File: config.mk
export PLATFORM = sky130hd
export DESIGN_NAME = resv_monitor
export DESIGN_NICKNAME = d
export VERILOG_FILES = /design/src/rtl/resv_pkg.sv /design/src/rtl/resv_agen.sv /design/src/rtl/resv_track.sv /design/src/rtl/resv_sc_decide.sv /design/src/rtl/resv_monitor.sv
export SDC_FILE = /design/constraint.sdc
export NUM_CORES = 1
export LEC_CHECK = 0
export BUFFER_PORTS_ARGS = -buffer_cell sky130_fd_sc_hd__buf_2
export CAP_MARGIN = 0
export CORE_ASPECT_RATIO = 0.7
export CORE_MARGIN = 4
export CORE_UTILIZATION = 47
export DETAILED_ROUTE_END_ITERATION = 6
export PLACE_DENSITY = 0.78
export SKIP_LAST_GASP = 1
export SYNTH_ARGS = -nofsm -noshare
export SYNTH_HDL_FRONTEND = slang
export SYNTH_HIERARCHICAL = 1
export SYNTH_SLANG_ARGS = --single-unit
File: constraint.sdc
create_clock -name clk -period 1.7 [get_ports clk]
set_input_delay 0.34 -clock clk [delete_from_list [all_inputs] [get_ports clk]]
set_output_delay 0.34 -clock clk [all_outputs]
set_load 0.03 [all_outputs]
File: src/rtl/resv_pkg.sv
package resv_pkg;

  typedef enum logic [1:0] {
    SC_IDLE  = 2'd0,
    SC_FAIL  = 2'd1,
    SC_STORE = 2'd2
  } sc_outcome_e;

  function automatic logic [3:0] cr_pack(input logic success, input logic so);
    cr_pack = {2'b00, success, so};
  endfunction

endpackage

File: src/rtl/resv_agen.sv
module resv_agen #(
  parameter int AW    = 32,
  parameter int SEL_W = 5
) (
  input  logic [SEL_W-1:0] sel,
  input  logic [AW-1:0]    base,
  input  logic [AW-1:0]    index,
  output logic [AW-1:0]    ea
);

  function automatic logic [AW-1:0] form_ea(input logic [SEL_W-1:0] s,
                                            input logic [AW-1:0] b,
                                            input logic [AW-1:0] x);
    logic [AW-1:0] eff_base;
    eff_base = (s == '0) ? '0 : b;
    form_ea  = eff_base + x;
  endfunction

  assign ea = form_ea(sel, base, index);

endmodule

File: src/rtl/resv_track.sv
module resv_track #(
  parameter int AW       = 32,
  parameter int GRAN_LG2 = 5,
  localparam int BLK_W   = AW - GRAN_LG2
) (
  input  logic             clk,
  input  logic             rst_n,
  input  logic             lr_fire,
  input  logic             sc_fire,
  input  logic [AW-1:0]    lr_addr,
  input  logic             snoop_valid,
  input  logic [AW-1:0]    snoop_addr,
  output logic             flag,
  output logic [BLK_W-1:0] blk,
  output logic             snoop_kill,
  output logic             flag_eff
);

  logic [BLK_W-1:0] snoop_blk;

  assign snoop_blk  = snoop_addr[AW-1:GRAN_LG2];
  assign snoop_kill = snoop_valid && flag && (snoop_blk == blk);
  assign flag_eff   = flag && !snoop_kill;

  always_ff @(posedge clk or negedge rst_n) begin
    if (!rst_n) begin
      flag <= 1'b0;
      blk  <= '0;
    end else begin
      if (lr_fire) begin
        flag <= 1'b1;
        blk  <= lr_addr[AW-1:GRAN_LG2];
      end else if (sc_fire || snoop_kill) begin
        flag <= 1'b0;
      end
    end
  end

endmodule

File: src/rtl/resv_sc_decide.sv
module resv_sc_decide
  import resv_pkg::*;
#(
  parameter int AW          = 32,
  parameter int DW          = 32,
  parameter int GRAN_LG2    = 5,
  parameter bit MISMATCH_OK = 1'b0,
  localparam int BLK_W      = AW - GRAN_LG2
) (
  input  logic             clk,
  input  logic             rst_n,
  input  logic             sc_fire,
  input  logic [AW-1:0]    ea,
  input  logic [DW-1:0]    data,
  input  logic             so,
  input  logic             flag_eff,
  input  logic [BLK_W-1:0] blk,
  output sc_outcome_e      outcome,
  output logic             wr_en,
  output logic [AW-1:0]    wr_addr,
  output logic [DW-1:0]    wr_data,
  output logic             cr_valid,
  output logic [3:0]       cr_field
);

  logic same_blk;
  assign same_blk = (ea[AW-1:GRAN_LG2] == blk);

  always_comb begin
    if (!sc_fire)
      outcome = SC_IDLE;
    else if (flag_eff && (same_blk || MISMATCH_OK))
      outcome = SC_STORE;
    else
      outcome = SC_FAIL;
  end

  always_ff @(posedge clk or negedge rst_n) begin
    if (!rst_n) begin
      wr_en    <= 1'b0;
      wr_addr  <= '0;
      wr_data  <= '0;
      cr_valid <= 1'b0;
      cr_field <= '0;
    end else begin
      wr_en    <= (outcome == SC_STORE);
      cr_valid <= sc_fire;
      if (sc_fire) begin
        wr_addr  <= ea;
        wr_data  <= data;
        cr_field <= cr_pack(outcome == SC_STORE, so);
      end
    end
  end

endmodule

File: src/rtl/resv_monitor.sv
module resv_monitor
  import resv_pkg::*;
#(
  parameter int AW          = 32,
  parameter int DW          = 32,
  parameter int SEL_W       = 5,
  parameter int GRAN_LG2    = 5,
  parameter bit MISMATCH_OK = 1'b0,
  localparam int BLK_W      = AW - GRAN_LG2
) (
  input  logic             clk,
  input  logic             rst_n,
  input  logic             lr_req,
  input  logic             sc_req,
  input  logic [SEL_W-1:0] ra_sel,
  input  logic [AW-1:0]    ra_val,
  input  logic [AW-1:0]    rb_val,
  input  logic [DW-1:0]    rs_data,
  input  logic             so_in,
  input  logic             snoop_valid,
  input  logic [AW-1:0]    snoop_addr,
  output logic             wr_en,
  output logic [AW-1:0]    wr_addr,
  output logic [DW-1:0]    wr_data,
  output logic             cr_valid,
  output logic [3:0]       cr_field
);

  logic [AW-1:0]    ea;
  logic             lr_fire;
  logic             resv_flag;
  logic [BLK_W-1:0] resv_blk;
  logic             snoop_kill;
  logic             flag_eff;
  sc_outcome_e      sc_outcome;

  // a store-conditional in the same cycle wins over a load-and-reserve
  assign lr_fire = lr_req && !sc_req;

  resv_agen #(.AW(AW), .SEL_W(SEL_W)) u_agen (
    .sel   (ra_sel),
    .base  (ra_val),
    .index (rb_val),
    .ea    (ea)
  );

  resv_track #(.AW(AW), .GRAN_LG2(GRAN_LG2)) u_track (
    .clk         (clk),
    .rst_n       (rst_n),
    .lr_fire     (lr_fire),
    .sc_fire     (sc_req),
    .lr_addr     (ea),
    .snoop_valid (snoop_valid),
    .snoop_addr  (snoop_addr),
    .flag        (resv_flag),
    .blk         (resv_blk),
    .snoop_kill  (snoop_kill),
    .flag_eff    (flag_eff)
  );

  resv_sc_decide #(
    .AW(AW), .DW(DW), .GRAN_LG2(GRAN_LG2), .MISMATCH_OK(MISMATCH_OK)
  ) u_decide (
    .clk      (clk),
    .rst_n    (rst_n),
    .sc_fire  (sc_req),
    .ea       (ea),
    .data     (rs_data),
    .so       (so_in),
    .flag_eff (flag_eff),
    .blk      (resv_blk),
    .outcome  (sc_outcome),
    .wr_en    (wr_en),
    .wr_addr  (wr_addr),
    .wr_data  (wr_data),
    .cr_valid (cr_valid),
    .cr_field (cr_field)
  );

endmodule

**Word level (Yosys, flattened, before mapping)**

Cells that the tools add are included.

- Bits in read-only memories: 0
- Output and inout port bits: 70
- Bits of input ports: 139
- Latch bits: 0
- Bits in writable memories: 0
- Register bits: 96
- Memories kept: 0

- Bitwise operators: 0
- Mux-type cells: 5
- Reductions and logical operators: 10
- Eq/ne operators: 3
- $mul: 0
- Shift-type cells: 0
- Add/subtract/negate cells: 1
- Div/mod/pow operators: 0
- Magnitude comparators: 0

Operators with widths:

| operator | number |
|---|---|
| equality test 27 bit | 2 |
| adder 32 bit | 1 |
| 2-to-1 mux 32 bit | 1 |
| logical AND 1 bit | 5 |
| logical NOT 5 bit | 1 |
| 2-to-1 mux 2 bit | 2 |
| equality test 2 bit (second input constant) | 1 |
| logical NOT 1 bit | 2 |
| 2-to-1 mux 1 bit | 2 |
| nonzero test 2 bit | 1 |
| logical OR 1 bit | 1 |

**Logic depth before layout (Yosys ltp)**

- Depth after elaboration: 8
- Depth in mapped cells: 17

**Hierarchy**

The synthesis kept the hierarchy.

Modules (own cells, without submodules):

| module | instances | area each (sq um) | seq. area each (sq um) | cells an instance |
|---|---|---|---|---|
| resv_sc_decide | 1 | 2900.3 | 1701.6 | 193 |
| resv_agen | 1 | 1960.6 | 0.0 | 279 |
| resv_track | 1 | 1437.6 | 700.7 | 109 |
| resv_monitor | 1 | 13.8 | 0.0 | 1 |

**Worst setup path before layout**

Ideal clock, no wire load.

- Path kind: input port to flip-flop
- Start: input ra_sel[0]
- End: register u_decide.cr_field[1]
- Buffers on the path: 1
- Path slack: -2.409 ns
- Stages on the path: 17
- Arrival: 4.005 ns
- Setup time: 0.104 ns
- Cells stage by stage: or4_1 -> nor2_1 -> clkbuf_1 -> nor2b_1 -> ha_1 -> fa_1 -> a21oi_1 -> o211ai_2 -> nand4_1 -> nand3_1 -> a41oi_2 -> o21ai_1 -> xor2_1 -> xor2_1 -> nor4_2 -> nand3_1 -> o41ai_2

- Word-level cells in the longest chain between the ends: 8

RTL lines:

| what | line | source |
|---|---|---|
| start: declaration | resv_monitor.sv:15 | `input logic [SEL_W-1:0] ra_sel,` |
| logical NOT 5 bit | resv_agen.sv:15 | `eff_base = (s == '0) ? '0 : b;` |
| 2-to-1 mux 32 bit | resv_agen.sv:15 |  |
| adder 32 bit | resv_agen.sv:16 | `form_ea = eff_base + x;` |
| net ea[26] | resv_monitor.sv:29 | `logic [AW-1:0] ea;` |
| equality test 27 bit | resv_sc_decide.sv:27 | `assign same_blk = (ea[AW-1:GRAN_LG2] == blk);` |
| logical AND 1 bit | resv_sc_decide.sv:32 | `else if (flag_eff && (same_blk \|\| MISMATCH_OK))` |
| 2-to-1 mux 2 bit | resv_sc_decide.sv:32 |  |
| 2-to-1 mux 2 bit | resv_sc_decide.sv:30 | `if (!sc_fire)` |
| equality test 2 bit | resv_sc_decide.sv:51 | `cr_field <= cr_pack(outcome == SC_STORE, so);` |
| end signal: assignment | resv_sc_decide.sv:51 |  |
| end: declaration | resv_sc_decide.sv:23 | `output logic [3:0] cr_field` |

The timed path passes the listed nets, and every way through them passes these cells.
A chain may end at the register's enable or synchronous reset.

**Worst setup path in the final report**

Ends and elaborated chain as after synthesis.

==> impl_metrics.yaml <==
worst_setup_path:
  r2r_start: "u_track/blk[13]$_DFFE_PN0P_"
  r2r_cells: 7
  worst-path-stages: 19
  crit_arrival_ns: 4.01
  worst_path_most_repeated_cell: "buf_4"
  critPathRequiredTime_ns: 1.94
  slowest_delay_ns: 0.54
  r2r_end: "u_decide/cr_field[1]$_DFFE_PN0P_"
  startpoint: "ra_sel[0]"
  rrSetupSlack_ns: -0.22
  crit_slowest_cell: "or4_4"
  crit_path_cell_trace: "buf_2, or4_4, nor2_4, buf_4, clkbuf_16, nor2b_1, ha_1, buf_4, nand4_1, o21bai_4, o41ai_4, buf_4, o31a_1, o21ai_2, xnor2_1, xor2_1, nor4_2, nand3_1, o41ai_2"
  criticalPathCategory: "input pin to register"
  crit_fanout: 7
  start_kind: "input pin"
  cp-endpoint: "u_decide/cr_field[1]$_DFFE_PN0P_"
  critPathBufInv: 5
  crit_family: "simple AND/OR/NAND/NOR gates"
  end_kind: "register"
cts:
  cts_made_buffers: 9
  clk_pin_slew_ns: 0.06
  cts_root_buffer: "clkbuf_16"
  numClockSinks: 96
  htreeDepth: 3
  clkLatencyLatePin_ns: 0.34
  cts_tree: "built"
  clock_path_buffers: 2
routing:
  wl_per_cell_um: 18.23
  first_iter_violations: 329
  viasPerCell: 5.340
  drtAntennaViolNets: 0
  drt-pass1-iter-count: 5
  drt_wl_total_um: 20270
  vias: 5938
  drc: 0
power:
  p_per_area_nw_per_um2: 1057
  p_leak_nw: 4.625
  finalPower_w: 0.01016
  irDropWorstVdd_uv: 647.9
timing:
  setup_tns_ns: -81.06
  rsz0062_at_grt: "true"
  setup_slack_ns: -2.073
  finalSetupViolCount: 60
  slew_violations: 0
  fin_worst_skew_ns: 0.003464
  period_needed_ns: 3.773
  fin_crit_sh: 2.220
  hold_viol: 0
  fmax_mhz: 265.0
placed_design:
  place.gp.congestion: 0.9246
  post-place-ws_ns: -2.443
  io_buffers: 201
  dp_hpwl_um: 16080
  dp_cells: 1081
floorplan:
  io_pins: 209
  core_um2: 13140
  fp-row-count: 35
  die_area_um2: 15340
  dieHeight_um: 104.8
  die_w_um: 146.4
  start_util: 0.4793
flow_run:
  drv_cap: 0
global_route:
  grt_pass1_vias: 6147
  antenna_found_initial: 0
  grt_use_total: 0.2615
  grt_pass1_wl_um: 32240
  overflow: 0
  grt_start_max_net_pins: 63
logic_synthesis:
  synth_cells: 580
  yosys_warnings: 6
  syn-cell-area_um2: 6297
  syn_area_per_cell_um2: 10.86
cells_and_area:
  nets: 1113
  register_area_um2: 2402
  drive_gt1_frac: 0.5867
  syn2layout_area_growth_pct: 52.75
  multiInputGateArea_um2: 4237
  n_antenna_cell: 0
  stdcell_count: 1112
  fillCellCount: 945
status:
  violations: "setup timing"
  status: "finished, violations left"
min_path:
  hold_class: "input pin to register"
  holdPathStages: 2
## worst register-to-register path: cells and delay by family, from the launching register on
family	cells	cell delay, ns
and+or+nand+nor	3	0.66
AOI/OAI and AO/OA	3	0.54
DFF	1	0.39
xor gates and xnor gates	1	0.20
## registers in the layout (all words and copies together), names as in the netlist
name,cells
u_track/blk,27
u_decide/cr_field,2
u_track/flag,1
u_decide/wr_en,1
u_decide/wr_addr,32
u_decide/cr_valid,1
u_decide/wr_data,32
## area by class of cell
type,instances,share of cell area
multi-input combinational,449,0.4404
inverter,13,0.005073
sequential,96,0.2497
timing repair buffer,373,0.2512
clock inverter,2,0.003902
clock buffer,13,0.02810
tap,166,0.02159
## power by group
group | switching [W] | total (W) | internal (W)
combinational | 0.00254 | 0.00491 | 0.00237
sequential | 0.000398 | 0.00319 | 0.00279
clock | 0.000816 | 0.00207 | 0.00125
## how the worst min path moves through the flow
| stage | startpoint | endpoint | slack, ns |
|---|---|---|---|
| 2_1_floorplan | rst_n | u_decide/cr_field[0]$_DFFE_PN0P_ | 0.04 |
| 3_3_place_gp | rst_n | u_decide/wr_data[21]$_DFFE_PN0P_ | 0.28 |
| 3_5_place_dp | rst_n | u_decide/wr_data[21]$_DFFE_PN0P_ | 0.28 |
| 4_1_cts | rs_data[1] | u_decide/wr_data[1]$_DFFE_PN0P_ | 0.22 |
| 5_1_grt | rs_data[10] | u_decide/wr_data[10]$_DFFE_PN0P_ | 0.23 |
| 6_report | rs_data[2] | u_decide/wr_data[2]$_DFFE_PN0P_ | 0.23 |
## timing repair
action	CTS	global route
cloned	1	1
resized for setup	32	24
hold buffers	1	0
setup endpoints to repair	60	60
setup buffers	7	8
pin swaps	17	10
hold endpoints to repair	23	0
## metal layers
layer / up-vias / GRT usage / share of wire / routed length [um]
li1: 2815 / - / - / -
met1: 2874 / 0.3789 / 0.46 / 9287
met2: 225 / 0.4054 / 0.45 / 9215
met3: 24 / 0.05158 / 0.072 / 1464
met4: 0 / 0.06107 / 0.015 / 304
met5: - / 0 / 0 / 0
## cells in the final DEF, fill, tap and decap left out, drive strengths merged, types with 12 or more instances in the layout
| master | instances |
|---|---|
| a21o | 13 |
| a21oi | 35 |
| buf | 371 |
| clkbuf | 14 |
| dfrtp | 96 |
| ha | 31 |
| inv | 12 |
| mux2 | 92 |
| nand2 | 24 |
| nand4 | 15 |
| nor2 | 19 |
| nor2b | 37 |
| nor4 | 13 |
| o21ai | 21 |
| xnor2 | 37 |
| xor2 | 42 |
## metrics by stage
step / instance area (um^2) / hold WS, ns / util
finish: 9619 / 0.2298 / 0.7322
global route: 9619 / 0.2268 / 0.7322
CTS: 9429 / 0.2249 / 0.7177
detailed placement: 8822 / 0.2800 / 0.6715
global placement: 8822 / 0.2761 / 0.6715
floorplan: 6538 / 0.04441 / -
Note: power is estimated with default switching activity, not from simulation.
